`src/rtl/byteport_pkg.sv`:
```
package byteport_pkg;
    typedef enum logic {W_IDLE, W_STORE} wr_state_e;
    typedef enum logic {F_WAIT, F_DRAIN} fl_state_e;
    typedef enum logic {R_IDLE, R_DRIVE} rd_state_e;
    localparam int unsigned DEFAULT_LAT_MS = 16;
endpackage

```
`src/rtl/byteport_sync.sv`:
```
module byteport_sync #(
    parameter int unsigned      WIDTH   = 2,
    parameter logic [WIDTH-1:0] RST_VAL = '0
) (
    input  logic             clk,
    input  logic             rst_n,
    input  logic [WIDTH-1:0] async_in,
    output logic [WIDTH-1:0] now,
    output logic [WIDTH-1:0] was
);
    logic [WIDTH-1:0] meta;

    always_ff @(posedge clk or negedge rst_n) begin
        if (!rst_n) begin
            meta <= RST_VAL;
            now  <= RST_VAL;
            was  <= RST_VAL;
        end else begin
            meta <= async_in;
            now  <= meta;
            was  <= now;
        end
    end
endmodule

```
`src/rtl/byteport_fifo.sv`:
```
module byteport_fifo #(
    parameter  int unsigned WIDTH = 8,
    parameter  int unsigned DEPTH = 16,
    localparam int unsigned AW    = (DEPTH > 1) ? $clog2(DEPTH) : 1,
    localparam int unsigned CW    = AW + 1
) (
    input  logic             clk,
    input  logic             rst_n,
    input  logic             push,
    input  logic [WIDTH-1:0] wdata,
    input  logic             pop,
    output logic [WIDTH-1:0] rdata,
    output logic [CW-1:0]    count
);
    logic [WIDTH-1:0] mem [DEPTH];
    logic [AW-1:0]    wptr, rptr;

    always_ff @(posedge clk) begin
        if (push) mem[wptr] <= wdata;
    end

    always_ff @(posedge clk or negedge rst_n) begin
        if (!rst_n) begin
            wptr  <= '0;
            rptr  <= '0;
            count <= '0;
        end else begin
            if (push) wptr <= wptr + 1'b1;
            if (pop)  rptr <= rptr + 1'b1;
            unique case ({push, pop})
                2'b10:   count <= count + 1'b1;
                2'b01:   count <= count - 1'b1;
                default: count <= count;
            endcase
        end
    end

    assign rdata = mem[rptr];
endmodule

```
`src/rtl/byteport_tx_ctrl.sv`:
```
module byteport_tx_ctrl
    import byteport_pkg::*;
#(
    parameter  int unsigned DEPTH     = 128,
    parameter  int unsigned PKT_BYTES = 64,
    parameter  int unsigned STORE_CYC = 4,
    parameter  int unsigned MS_CYC    = 48000,
    localparam int unsigned CW        = $clog2(DEPTH) + 1,
    localparam int unsigned SCW       = (STORE_CYC > 1) ? $clog2(STORE_CYC) : 1,
    localparam int unsigned PW        = (MS_CYC > 1) ? $clog2(MS_CYC) : 1
) (
    input  logic          clk,
    input  logic          rst_n,
    input  logic          wr_now,
    input  logic          wr_was,
    input  logic [7:0]    lat_ms,
    input  logic [CW-1:0] count,
    input  logic          tx_ready,
    output logic          push,
    output logic          pop,
    output logic          busy,
    output logic          full,
    output logic          tx_valid,
    output logic          tx_last,
    output logic          overflow
);
    localparam logic [CW-1:0] PKT_C  = CW'(PKT_BYTES);
    localparam logic [CW-1:0] FULL_C = CW'(DEPTH);

    wr_state_e      wst, wst_nx;
    fl_state_e      fst, fst_nx;
    logic [SCW-1:0] scnt, scnt_nx;
    logic [CW-1:0]  burst, burst_nx;
    logic [PW-1:0]  presc;
    logic [7:0]     ms_cnt, lat_eff;
    logic           wr_fall, empty, fill_hit, time_hit;

    // State registers
    always_ff @(posedge clk or negedge rst_n) begin
        if (!rst_n) begin
            wst   <= W_IDLE;
            fst   <= F_WAIT;
            scnt  <= '0;
            burst <= '0;
        end else begin
            wst   <= wst_nx;
            fst   <= fst_nx;
            scnt  <= scnt_nx;
            burst <= burst_nx;
        end
    end

    // Next state
    always_comb begin
        wst_nx   = wst;
        scnt_nx  = scnt;
        fst_nx   = fst;
        burst_nx = burst;
        unique case (wst)
            W_IDLE: if (push) begin
                wst_nx  = W_STORE;
                scnt_nx = SCW'(STORE_CYC - 1);
            end
            W_STORE: if (scnt == '0) wst_nx = W_IDLE;
                     else scnt_nx = scnt - 1'b1;
        endcase
        unique case (fst)
            F_WAIT: if (fill_hit || time_hit) begin
                fst_nx   = F_DRAIN;
                burst_nx = fill_hit ? PKT_C : count;
            end
            F_DRAIN: if (tx_ready) begin
                burst_nx = burst - 1'b1;
                if (burst == CW'(1)) fst_nx = F_WAIT;
            end
        endcase
    end

    // Outputs
    always_comb begin
        wr_fall  = wr_was && !wr_now;
        full     = (count == FULL_C);
        empty    = (count == '0);
        busy     = (wst == W_STORE);
        push     = (wst == W_IDLE) && wr_fall && !full;
        lat_eff  = (lat_ms == 8'd0) ? 8'(DEFAULT_LAT_MS) : lat_ms;
        fill_hit = (count >= PKT_C);
        time_hit = !empty && (ms_cnt >= lat_eff);
        tx_valid = (fst == F_DRAIN);
        tx_last  = (fst == F_DRAIN) && (burst == CW'(1));
        pop      = (fst == F_DRAIN) && tx_ready;
    end

    // Latency timer: restarted by writes, idle while empty or draining
    always_ff @(posedge clk or negedge rst_n) begin
        if (!rst_n) begin
            presc  <= '0;
            ms_cnt <= '0;
        end else if (push || fst != F_WAIT || empty) begin
            presc  <= '0;
            ms_cnt <= '0;
        end else if (presc == PW'(MS_CYC - 1)) begin
            presc  <= '0;
            ms_cnt <= (ms_cnt == 8'hFF) ? ms_cnt : ms_cnt + 8'd1;
        end else begin
            presc  <= presc + 1'b1;
        end
    end

    always_ff @(posedge clk or negedge rst_n) begin
        if (!rst_n)                       overflow <= 1'b0;
        else if (wr_fall && (busy || full)) overflow <= 1'b1;
    end
endmodule

```
`src/rtl/byteport_rx_ctrl.sv`:
```
module byteport_rx_ctrl
    import byteport_pkg::*;
(
    input  logic clk,
    input  logic rst_n,
    input  logic rd_now,
    input  logic rd_was,
    input  logic empty,
    output logic pop,
    output logic drive
);
    rd_state_e rst_q, rst_nx;
    logic      rd_fall, rd_rise;

    always_ff @(posedge clk or negedge rst_n) begin
        if (!rst_n) rst_q <= R_IDLE;
        else        rst_q <= rst_nx;
    end

    always_comb begin
        rst_nx = rst_q;
        unique case (rst_q)
            R_IDLE:  if (rd_fall && !empty) rst_nx = R_DRIVE;
            R_DRIVE: if (rd_rise)           rst_nx = R_IDLE;
        endcase
    end

    always_comb begin
        rd_fall = rd_was && !rd_now;
        rd_rise = !rd_was && rd_now;
        drive   = (rst_q == R_DRIVE);
        pop     = (rst_q == R_DRIVE) && rd_rise;
    end
endmodule

```
`src/rtl/byteport_dev.sv`:
```
module byteport_dev
    import byteport_pkg::*;
#(
    parameter  int unsigned CLK_HZ    = 48_000_000,
    parameter  int unsigned TX_DEPTH  = 128,
    parameter  int unsigned RX_DEPTH  = 256,
    parameter  int unsigned PKT_BYTES = 64,
    parameter  int unsigned STORE_CYC = 4,
    localparam int unsigned MS_CYC    = CLK_HZ / 1000,
    localparam int unsigned TX_CW     = $clog2(TX_DEPTH) + 1,
    localparam int unsigned RX_CW     = $clog2(RX_DEPTH) + 1
) (
    input  logic       clk,
    input  logic       rst_n,
    input  logic       wr_stb,
    input  logic       rd_stb_n,
    input  logic [7:0] bus_in,
    output logic [7:0] bus_out,
    output logic       bus_oe,
    output logic       accept_n,
    output logic       avail_n,
    output logic       stat_oe,
    input  logic [7:0] lat_ms,
    output logic       overflow,
    output logic       tx_valid,
    input  logic       tx_ready,
    output logic [7:0] tx_data,
    output logic       tx_last,
    input  logic       rx_valid,
    output logic       rx_ready,
    input  logic [7:0] rx_data
);
    logic [1:0]       s_now, s_was;
    logic [TX_CW-1:0] tx_count;
    logic [RX_CW-1:0] rx_count;
    logic             tx_push, tx_pop, tx_busy, tx_full;
    logic             rx_pop, rx_push, rx_empty, rd_drive;
    logic [7:0]       rx_head;

    // bit 1: read strobe (idles high), bit 0: write strobe (idles low)
    byteport_sync #(.WIDTH(2), .RST_VAL(2'b10)) u_sync (
        .clk(clk), .rst_n(rst_n), .async_in({rd_stb_n, wr_stb}),
        .now(s_now), .was(s_was)
    );

    byteport_tx_ctrl #(
        .DEPTH(TX_DEPTH), .PKT_BYTES(PKT_BYTES),
        .STORE_CYC(STORE_CYC), .MS_CYC(MS_CYC)
    ) u_txc (
        .clk(clk), .rst_n(rst_n), .wr_now(s_now[0]), .wr_was(s_was[0]),
        .lat_ms(lat_ms), .count(tx_count), .tx_ready(tx_ready),
        .push(tx_push), .pop(tx_pop), .busy(tx_busy), .full(tx_full),
        .tx_valid(tx_valid), .tx_last(tx_last), .overflow(overflow)
    );

    byteport_fifo #(.WIDTH(8), .DEPTH(TX_DEPTH)) u_txbuf (
        .clk(clk), .rst_n(rst_n), .push(tx_push), .wdata(bus_in),
        .pop(tx_pop), .rdata(tx_data), .count(tx_count)
    );

    byteport_rx_ctrl u_rxc (
        .clk(clk), .rst_n(rst_n), .rd_now(s_now[1]), .rd_was(s_was[1]),
        .empty(rx_empty), .pop(rx_pop), .drive(rd_drive)
    );

    byteport_fifo #(.WIDTH(8), .DEPTH(RX_DEPTH)) u_rxbuf (
        .clk(clk), .rst_n(rst_n), .push(rx_push), .wdata(rx_data),
        .pop(rx_pop), .rdata(rx_head), .count(rx_count)
    );

    always_ff @(posedge clk or negedge rst_n) begin
        if (!rst_n) stat_oe <= 1'b0;
        else        stat_oe <= 1'b1;
    end

    always_comb begin
        rx_empty = (rx_count == '0);
        rx_ready = (rx_count != RX_CW'(RX_DEPTH));
        rx_push  = rx_valid && rx_ready;
        accept_n = tx_full || tx_busy;
        avail_n  = rx_empty;
        bus_oe   = rd_drive;
        bus_out  = rd_drive ? rx_head : 8'h00;
    end
endmodule

```
`config.mk`:
```
export PLATFORM = sky130hd
export DESIGN_NAME = byteport_dev
export DESIGN_NICKNAME = d
export VERILOG_FILES = /design/src/rtl/byteport_pkg.sv /design/src/rtl/byteport_sync.sv /design/src/rtl/byteport_fifo.sv /design/src/rtl/byteport_tx_ctrl.sv /design/src/rtl/byteport_rx_ctrl.sv /design/src/rtl/byteport_dev.sv
export SDC_FILE = /design/constraint.sdc
export NUM_CORES = 2
export LEC_CHECK = 0
export BUFFER_PORTS_ARGS = -buffer_cell sky130_fd_sc_hd__buf_2
export CAP_MARGIN = 30
export CORE_ASPECT_RATIO = 0.8
export CORE_MARGIN = 10
export CORE_UTILIZATION = 55
export CTS_CLUSTER_SIZE = 10
export DETAILED_ROUTE_END_ITERATION = 10
export PLACE_DENSITY = 0.71
export SYNTH_ARGS = -nofsm -noshare
export SYNTH_HDL_FRONTEND = slang
export SYNTH_HIERARCHICAL = 1
export SYNTH_SLANG_ARGS = --single-unit
```
`constraint.sdc`:
```
create_clock -name clk -period 6.9 [get_ports clk]
set_clock_uncertainty 0.05 [all_clocks]
set_input_delay 1.725 -clock clk [delete_from_list [all_inputs] [get_ports clk]]
set_output_delay 1.725 -clock clk [all_outputs]
set_load 0.01 [all_outputs]
```
Word-level counts from Yosys, hierarchy flattened:

Memory sizes are Yosys's and may differ from the RTL's.
Index checks and enable logic that the tools add are counted.
Widths: inputs -> output; s select.

* reduce and logical (&&, ||, !) cells: 32
* bitwise logic cells: 3
* eq/ne operators: 14
* multiplexer cells: 29
* add/sub/neg operators: 12
* order comparisons: 2

Operators by type and width (count)
* $mux 8: 8
* $add 8x1->8 const B: 4
* $mux 16: 2
* $pmux 8 s2: 2
* $pmux 9 s2: 1
* $add 16x1->16 const B: 1
* $eq 16x16->1 const B: 1
* $eq 8x8->1 const B: 2
* $logic_not 8->1: 2
* $sub 8x1->8 const B: 2
* $add 7x1->7 const B: 2
* $logic_and 1x1->1: 12
* $mux 1: 10
* $add 9x1->9 const B: 1
* $logic_not 9->1: 1
* $ne 9x9->1 const B: 1
* $sub 9x1->9 const B: 1
* $eq 8x1->1 const B: 1
* $ge 8x7->1 const B: 1
* $ge 8x8->1: 1
* $logic_not 1->1: 6
* $ne 2x1->1 const B: 3
* $pmux 1 s2: 3
* $reduce_and 2->1: 3
* other kinds (10): 21

* bits in writable memories: 3072
* output and inout port bits: 24
* input bits: 30
* register bits after elaboration: 92
* logic and storage cells: 112
* memories kept: 2

Memories
* u_rxbuf.mem: depth 256, bits a word 8, rd ports 1, clocked after Yosys merged registers in 0, wr ports 1, line byteport_fifo.sv:15 `logic [WIDTH-1:0] mem [DEPTH];`
* u_txbuf.mem: depth 128, bits a word 8, rd ports 1, clocked after Yosys merged registers in 0, wr ports 1, line byteport_fifo.sv:15

Depth between registers and ports, before layout:

* word-level depth: 8
* depth in mapped cells: 14

Modules after synthesis:

Netlist, hierarchy kept.

By module, submodules not included
* byteport_fifo at u_rxbuf: cells each 3945, area each 81020.2 µm², sequential area each 62124.6 µm², times used 1
* byteport_fifo at u_txbuf: cells each 2068, area each 41287.1 µm², sequential area each 31300.0 µm², times used 1
* byteport_tx_ctrl: cells each 245, area each 2228.4 µm², sequential area each 925.9 µm², times used 1
* byteport_sync: cells each 6, area each 153.9 µm², sequential area each 153.9 µm², times used 1
* byteport_dev: cells each 17, area each 133.9 µm², sequential area each 25.0 µm², times used 1
* byteport_rx_ctrl: cells each 6, area each 52.6 µm², sequential area each 25.0 µm², times used 1

Worst setup path after synthesis:

OpenSTA, ideal clock, no wires.

* path kind: in2reg
* from: input port rx_valid
* to: register u_rxbuf.count[6]
* stages on the path: 14
* path slack: 2.550 ns
* arrival: 4.221 ns
* cell sequence: inv_1 a31oi_1 inv_1 ha_1 clkbuf_1 buf_1 xor2_1 ha_1 and3b_1 o21ai_0 a21oi_1 o21a_1 nor3_1 xor2_1

* cells in the longest elaborated chain, start to end: 3
* elaborated cells between the ends (all ways): 5
* those cells by class: 2 x eq/ne; 1 x mux; 2 x reduce/logical

RTL lines
* start: declaration: line byteport_dev.sv:29 `input logic rx_valid,`
* $logic_and 1x1->1 *: line byteport_dev.sv:79 `rx_push = rx_valid && rx_ready;`
* named net rx_push: line byteport_dev.sv:37 `logic rx_pop, rx_push, rx_empty, rd_drive;`
* $eq 2x1->1 / $eq 2x2->1 (equally long branches): line byteport_fifo.sv:30 `unique case ({push, pop})`
* $pmux 9 s2 / $reduce_bool 2->1 (equally long branches)
* end signal: assignment: line byteport_fifo.sv:31 `2'b10: count <= count + 1'b1;`
* end signal: assignment: line byteport_fifo.sv:32 `2'b01: count <= count - 1'b1;`
* end signal: assignment: line byteport_fifo.sv:33 `default: count <= count;`
* end: declaration: line byteport_fifo.sv:13 `output logic [CW-1:0] count`

Mark *: on every way through the listed nets, which the timed path passes. The rest lies on a longest branch.
A chain may end at the register's enable or synchronous reset.

Worst setup path in the final report:

* from: register u_rxbuf.rptr[0]
* to: output port bus_out[7]

* cells in the longest elaborated chain, start to end: 2

RTL lines
* start: declaration: line byteport_fifo.sv:16 `logic [AW-1:0] wptr, rptr;`
* start signal: assignment: line byteport_fifo.sv:29 `if (pop) rptr <= rptr + 1'b1;`
* $mem_v2 256x8
* named net rx_head[7]: line byteport_dev.sv:38 `logic [7:0] rx_head;`
* $mux 8: line byteport_dev.sv:83 `bus_out = rd_drive ? rx_head : 8'h00;`
* end: declaration: line byteport_dev.sv:18 `output logic [7:0] bus_out,`

The timed path passes the listed nets, and every way through them passes these cells.

==> impl_metrics.tcl <==
set metrics [dict create \
    status "finished, final reports clean" \
    antenna_found_initial 14 \
    final.period_utilization 0.990 \
    nets 6614 \
    yosysSeqAreaShare 0.757 \
    syn_nets 6343 \
    overflow 0 \
    cts_buffer_depth 4 \
    power.density_mw_per_mm2 386 \
    drv_cap 0 \
    worstPathMaxFanout 28 \
    setup_ws_ns 0.0707 \
    synth_edf_count 3072 \
    rsz0062_at_grt "no" \
    max_freq_ghz 0.146 \
    die_h_um 446 \
    grt_pass1_vias 64400 \
    critPathArrivalTime_ns 5.05 \
    multi_input_area_mm2 0.0280 \
    core_mm2 0.226 \
    drive_gt1_frac 0.204 \
    synth_seq_cells 3164 \
    tightest_slew_ns 1.17 \
    place_ws_ns 0.868 \
    initial_core_util 0.553 \
    ioPinCount 54 \
    vias 66300 \
    pwr-share-comb 0.281 \
    hold-worst-slack_ns 0.301 \
    ys_warn_count 6 \
    wl_per_cell_um 33.9 \
    period_minus_slack_ns 6.83 \
    synth_flop_cell "edfxtp_1" \
    leakagePower_uw 0.0441 \
    syn_area_mm2 0.125 \
    gp_congestion 0.914 \
    end_kind "output pin" \
    postRouteWirelength_um 327000 \
    ant_nets 0 \
    min_path_type "flop to flop" \
    areaGrowthSynthToFinish_pct 11.1 \
    drt_iter0_markers 10400 \
    ys_types 97 \
    setup_viol 0 \
    p_int_uw 36900 \
    worstSetupStartpointType "flop" \
    grt_pass1_wl_um 471000 \
    portBuffers 53 \
    die_area_mm2 0.247 \
    clock_power_share 0.307 \
    rows 156 \
    path_clk_slew_ns 0.05 \
    yosys.area.top_type "edfxtp_1" \
    p_sw_uw 16700 \
    ir_drop_v 0.000310 \
    firstDrtPassIters 6 \
    worstSetupPathType "flop to output pin" \
    clk_latency_ns 0.87 \
    synth_top_area_frac 0.739 \
    grtUsageTotal 0.261 \
    seq_power_share 0.412 \
    synthCells 6287 \
    grt_max_degree 209 \
    hold_viol 0 \
    maxSlewViolCount 0 \
    drcViolationCount 0 \
    numCtsBuffers 360 \
    syn_avg_cell_area_um2 19.9 \
    relSlewSlack 0.223 \
    cts_sinks 3164 \
    die_w_um 553 \
    routed_via_density 6.86 \
    clockRootBuffer "clkbuf_16" \
    fillers 15300 \
    hpwl_um 201000 \
    async_flop_share 0.0291 \
    cp.required_ns 5.12 \
    cts_tree "done" \
    totalNegativeSetupSlack_ns 0 \
    ys_top_cells_by_area "edfxtp_1 (74%), mux4_2 (11%), mux2i_1 (2.8%)" \
    regArea_mm2 0.0946 \
    cts_max_level 5 \
    switching_share 0.311 \
]
## timing repair
| action | 4_1_cts | 5_1_grt |
|---|---|---|
| buffers inserted | 1 | 0 |
| endpoints found under the setup margin | 1 | 1 |
| resized for setup | 0 | 1 |
| hold buffers | 0 | 0 |
## cells in the mapped netlist, types with 7 or more instances
cell type / n
a22oi_1: 161
nor3b_1: 8
inv_1: 41
a221o_1: 14
mux2_2: 24
mux4_1: 8
o21ai_1: 14
and2_1: 21
o21ai_0: 42
nand4_1: 20
o32a_1: 7
nand3b_1: 8
mux2i_1: 351
a21oi_1: 122
clkbuf_1: 154
nand2b_1: 12
nor4_1: 11
buf_6: 44
a211oi_1: 50
buf_2: 96
mux4_2: 611
nand2_1: 168
nor3_1: 40
buf_8: 13
o221ai_1: 40
xor2_1: 26
xnor2_1: 37
ha_1: 26
or3_1: 9
o211ai_1: 18
nor2b_1: 31
o22ai_1: 25
a22o_1: 42
nor2_1: 460
a211o_1: 7
a31oi_1: 28
and3_1: 20
and3b_1: 9
buf_1: 16
nand3_1: 76
edfxtp_1: 3072
dfrtp_1: 89
a221oi_1: 40
buf_4: 48
## power groups by stage
stage	Combinational, uW	Clock, uW	Sequential, uW
6_report	15000	16500	22100
3_3_place_gp	14500	0	22400
4_1_cts	14700	16700	22100
5_1_grt	15500	17400	22100
3_5_place_dp	14600	0	22500
2_1_floorplan	9880	0	21900
## kinds of logic (layout without fill, tap and decap cells)
family / after synthesis / count (layout) / synth area share
buffers and inverters: 420 / 794 / 0.0196
other: 1 / 5 / 0.0000300
AOI/OAI and AO/OA: 687 / 687 / 0.0399
and+or+nand+nor: 932 / 932 / 0.0341
DFF: 3164 / 3164 / 0.757
muxes: 994 / 994 / 0.142
xor gates and xnor gates: 63 / 63 / 0.00442
adders and majority gates: 26 / 26 / 0.00261
## registers in the layout, indices dropped and copies added, names as in the netlist, 7 cells and up
signal         count
u_txbuf/mem     1024
u_rxbuf/mem     2048
u_txbuf/wptr       7
u_txbuf/count      8
u_txc/presc       16
u_rxbuf/rptr       8
u_txc/ms_cnt       8
u_rxbuf/wptr       8
u_txbuf/rptr       7
u_txc/burst        8
u_rxbuf/count      9
## layout make-up
type	count	share of cell area
antenna	4	0.0000721
clock buffer	453	0.0687
clock inverter	12	0.00106
inverter	42	0.00115
multi-input combinational	2703	0.201
sequential	3164	0.682
tap	3002	0.0271
timing repair buffer	287	0.0188
## path summary, 6_finish.rpt
path                             startpoint                to  slack [ns]  depth (start not counted)
setup / recovery            u_rxbuf/rptr[0]        bus_out[7]        0.07                         10
hold / removal               u_sync/meta[0]     u_sync/now[0]        0.30                          0
setup reg to reg           u_rxbuf/count[3]  u_rxbuf/count[8]        2.73                         13
hold reg to reg              u_sync/meta[0]     u_sync/now[0]        0.30                          0
max in group asynchronous             rst_n   u_txbuf/rptr[1]        4.69                          2
min in group asynchronous             rst_n       u_rxc/drive        0.81                          1
## layout by cell type (no fill, tap or decap), types with 9 or more instances in the layout
cell type / netlist / layout
a211oi_1: 50 / 50
a21oi_1: 122 / 122
a221o_1: 14 / 14
a221oi_1: 40 / 40
a22o_1: 42 / 42
a22oi_1: 161 / 161
a31oi_1: 28 / 27
and2_1: 21 / 21
and3_1: 20 / 20
and3b_1: 9 / 9
buf_12: 5 / 34
buf_2: 96 / 36
buf_4: 48 / 203
clkbuf_1: 154 / 84
clkbuf_16: 0 / 368
clkbuf_8: 0 / 9
dfrtp_1: 89 / 79
edfxtp_1: 3072 / 3072
ha_1: 26 / 26
inv_1: 41 / 40
mux2_2: 24 / 24
mux2i_1: 351 / 351
mux4_2: 611 / 611
nand2_1: 168 / 166
nand2b_1: 12 / 12
nand3_1: 76 / 73
nand4_1: 20 / 20
nor2_1: 460 / 456
nor2b_1: 31 / 26
nor3_1: 40 / 40
nor4_1: 11 / 11
o211ai_1: 18 / 18
o21ai_0: 42 / 42
o21ai_1: 14 / 14
o221ai_1: 40 / 39
o22ai_1: 25 / 25
or3_1: 9 / 9
xnor2_1: 37 / 37
xor2_1: 26 / 26
## critical path, cell delays in order, from the launching register on
cell,delay (ns)
dfrtp_4,0.75
buf_12,0.31
buf_4,0.28
or3b_1,0.73
o221ai_2,0.44
a211o_1,0.32
o211a_1,0.34
nor3_1,0.10
o31ai_1,0.54
and2_1,0.20
buf_2,0.14
## per-layer routing
metal | share of wire | global-route usage
met1 | 0.40 | 0.396
met2 | 0.42 | 0.354
met3 | 0.16 | 0.105
met4 | 0.026 | 0.0629
met5 | 0.00046 | 0.00403
## metrics by stage
step / cell area, um2 / utilization / power (uW) / std cells
global route: 139000 / 0.614 / 55100 / 9663
detailed placement: 129000 / 0.571 / 37000 / 9183
CTS: 139000 / 0.614 / 53400 / 9649
global placement: 129000 / 0.570 / 36900 / 9176
floorplan: 125000 / - / 31800 / 6287
finish: 139000 / 0.614 / 53600 / 9667
No activity file was read; power rests on OpenSTA's default activity.
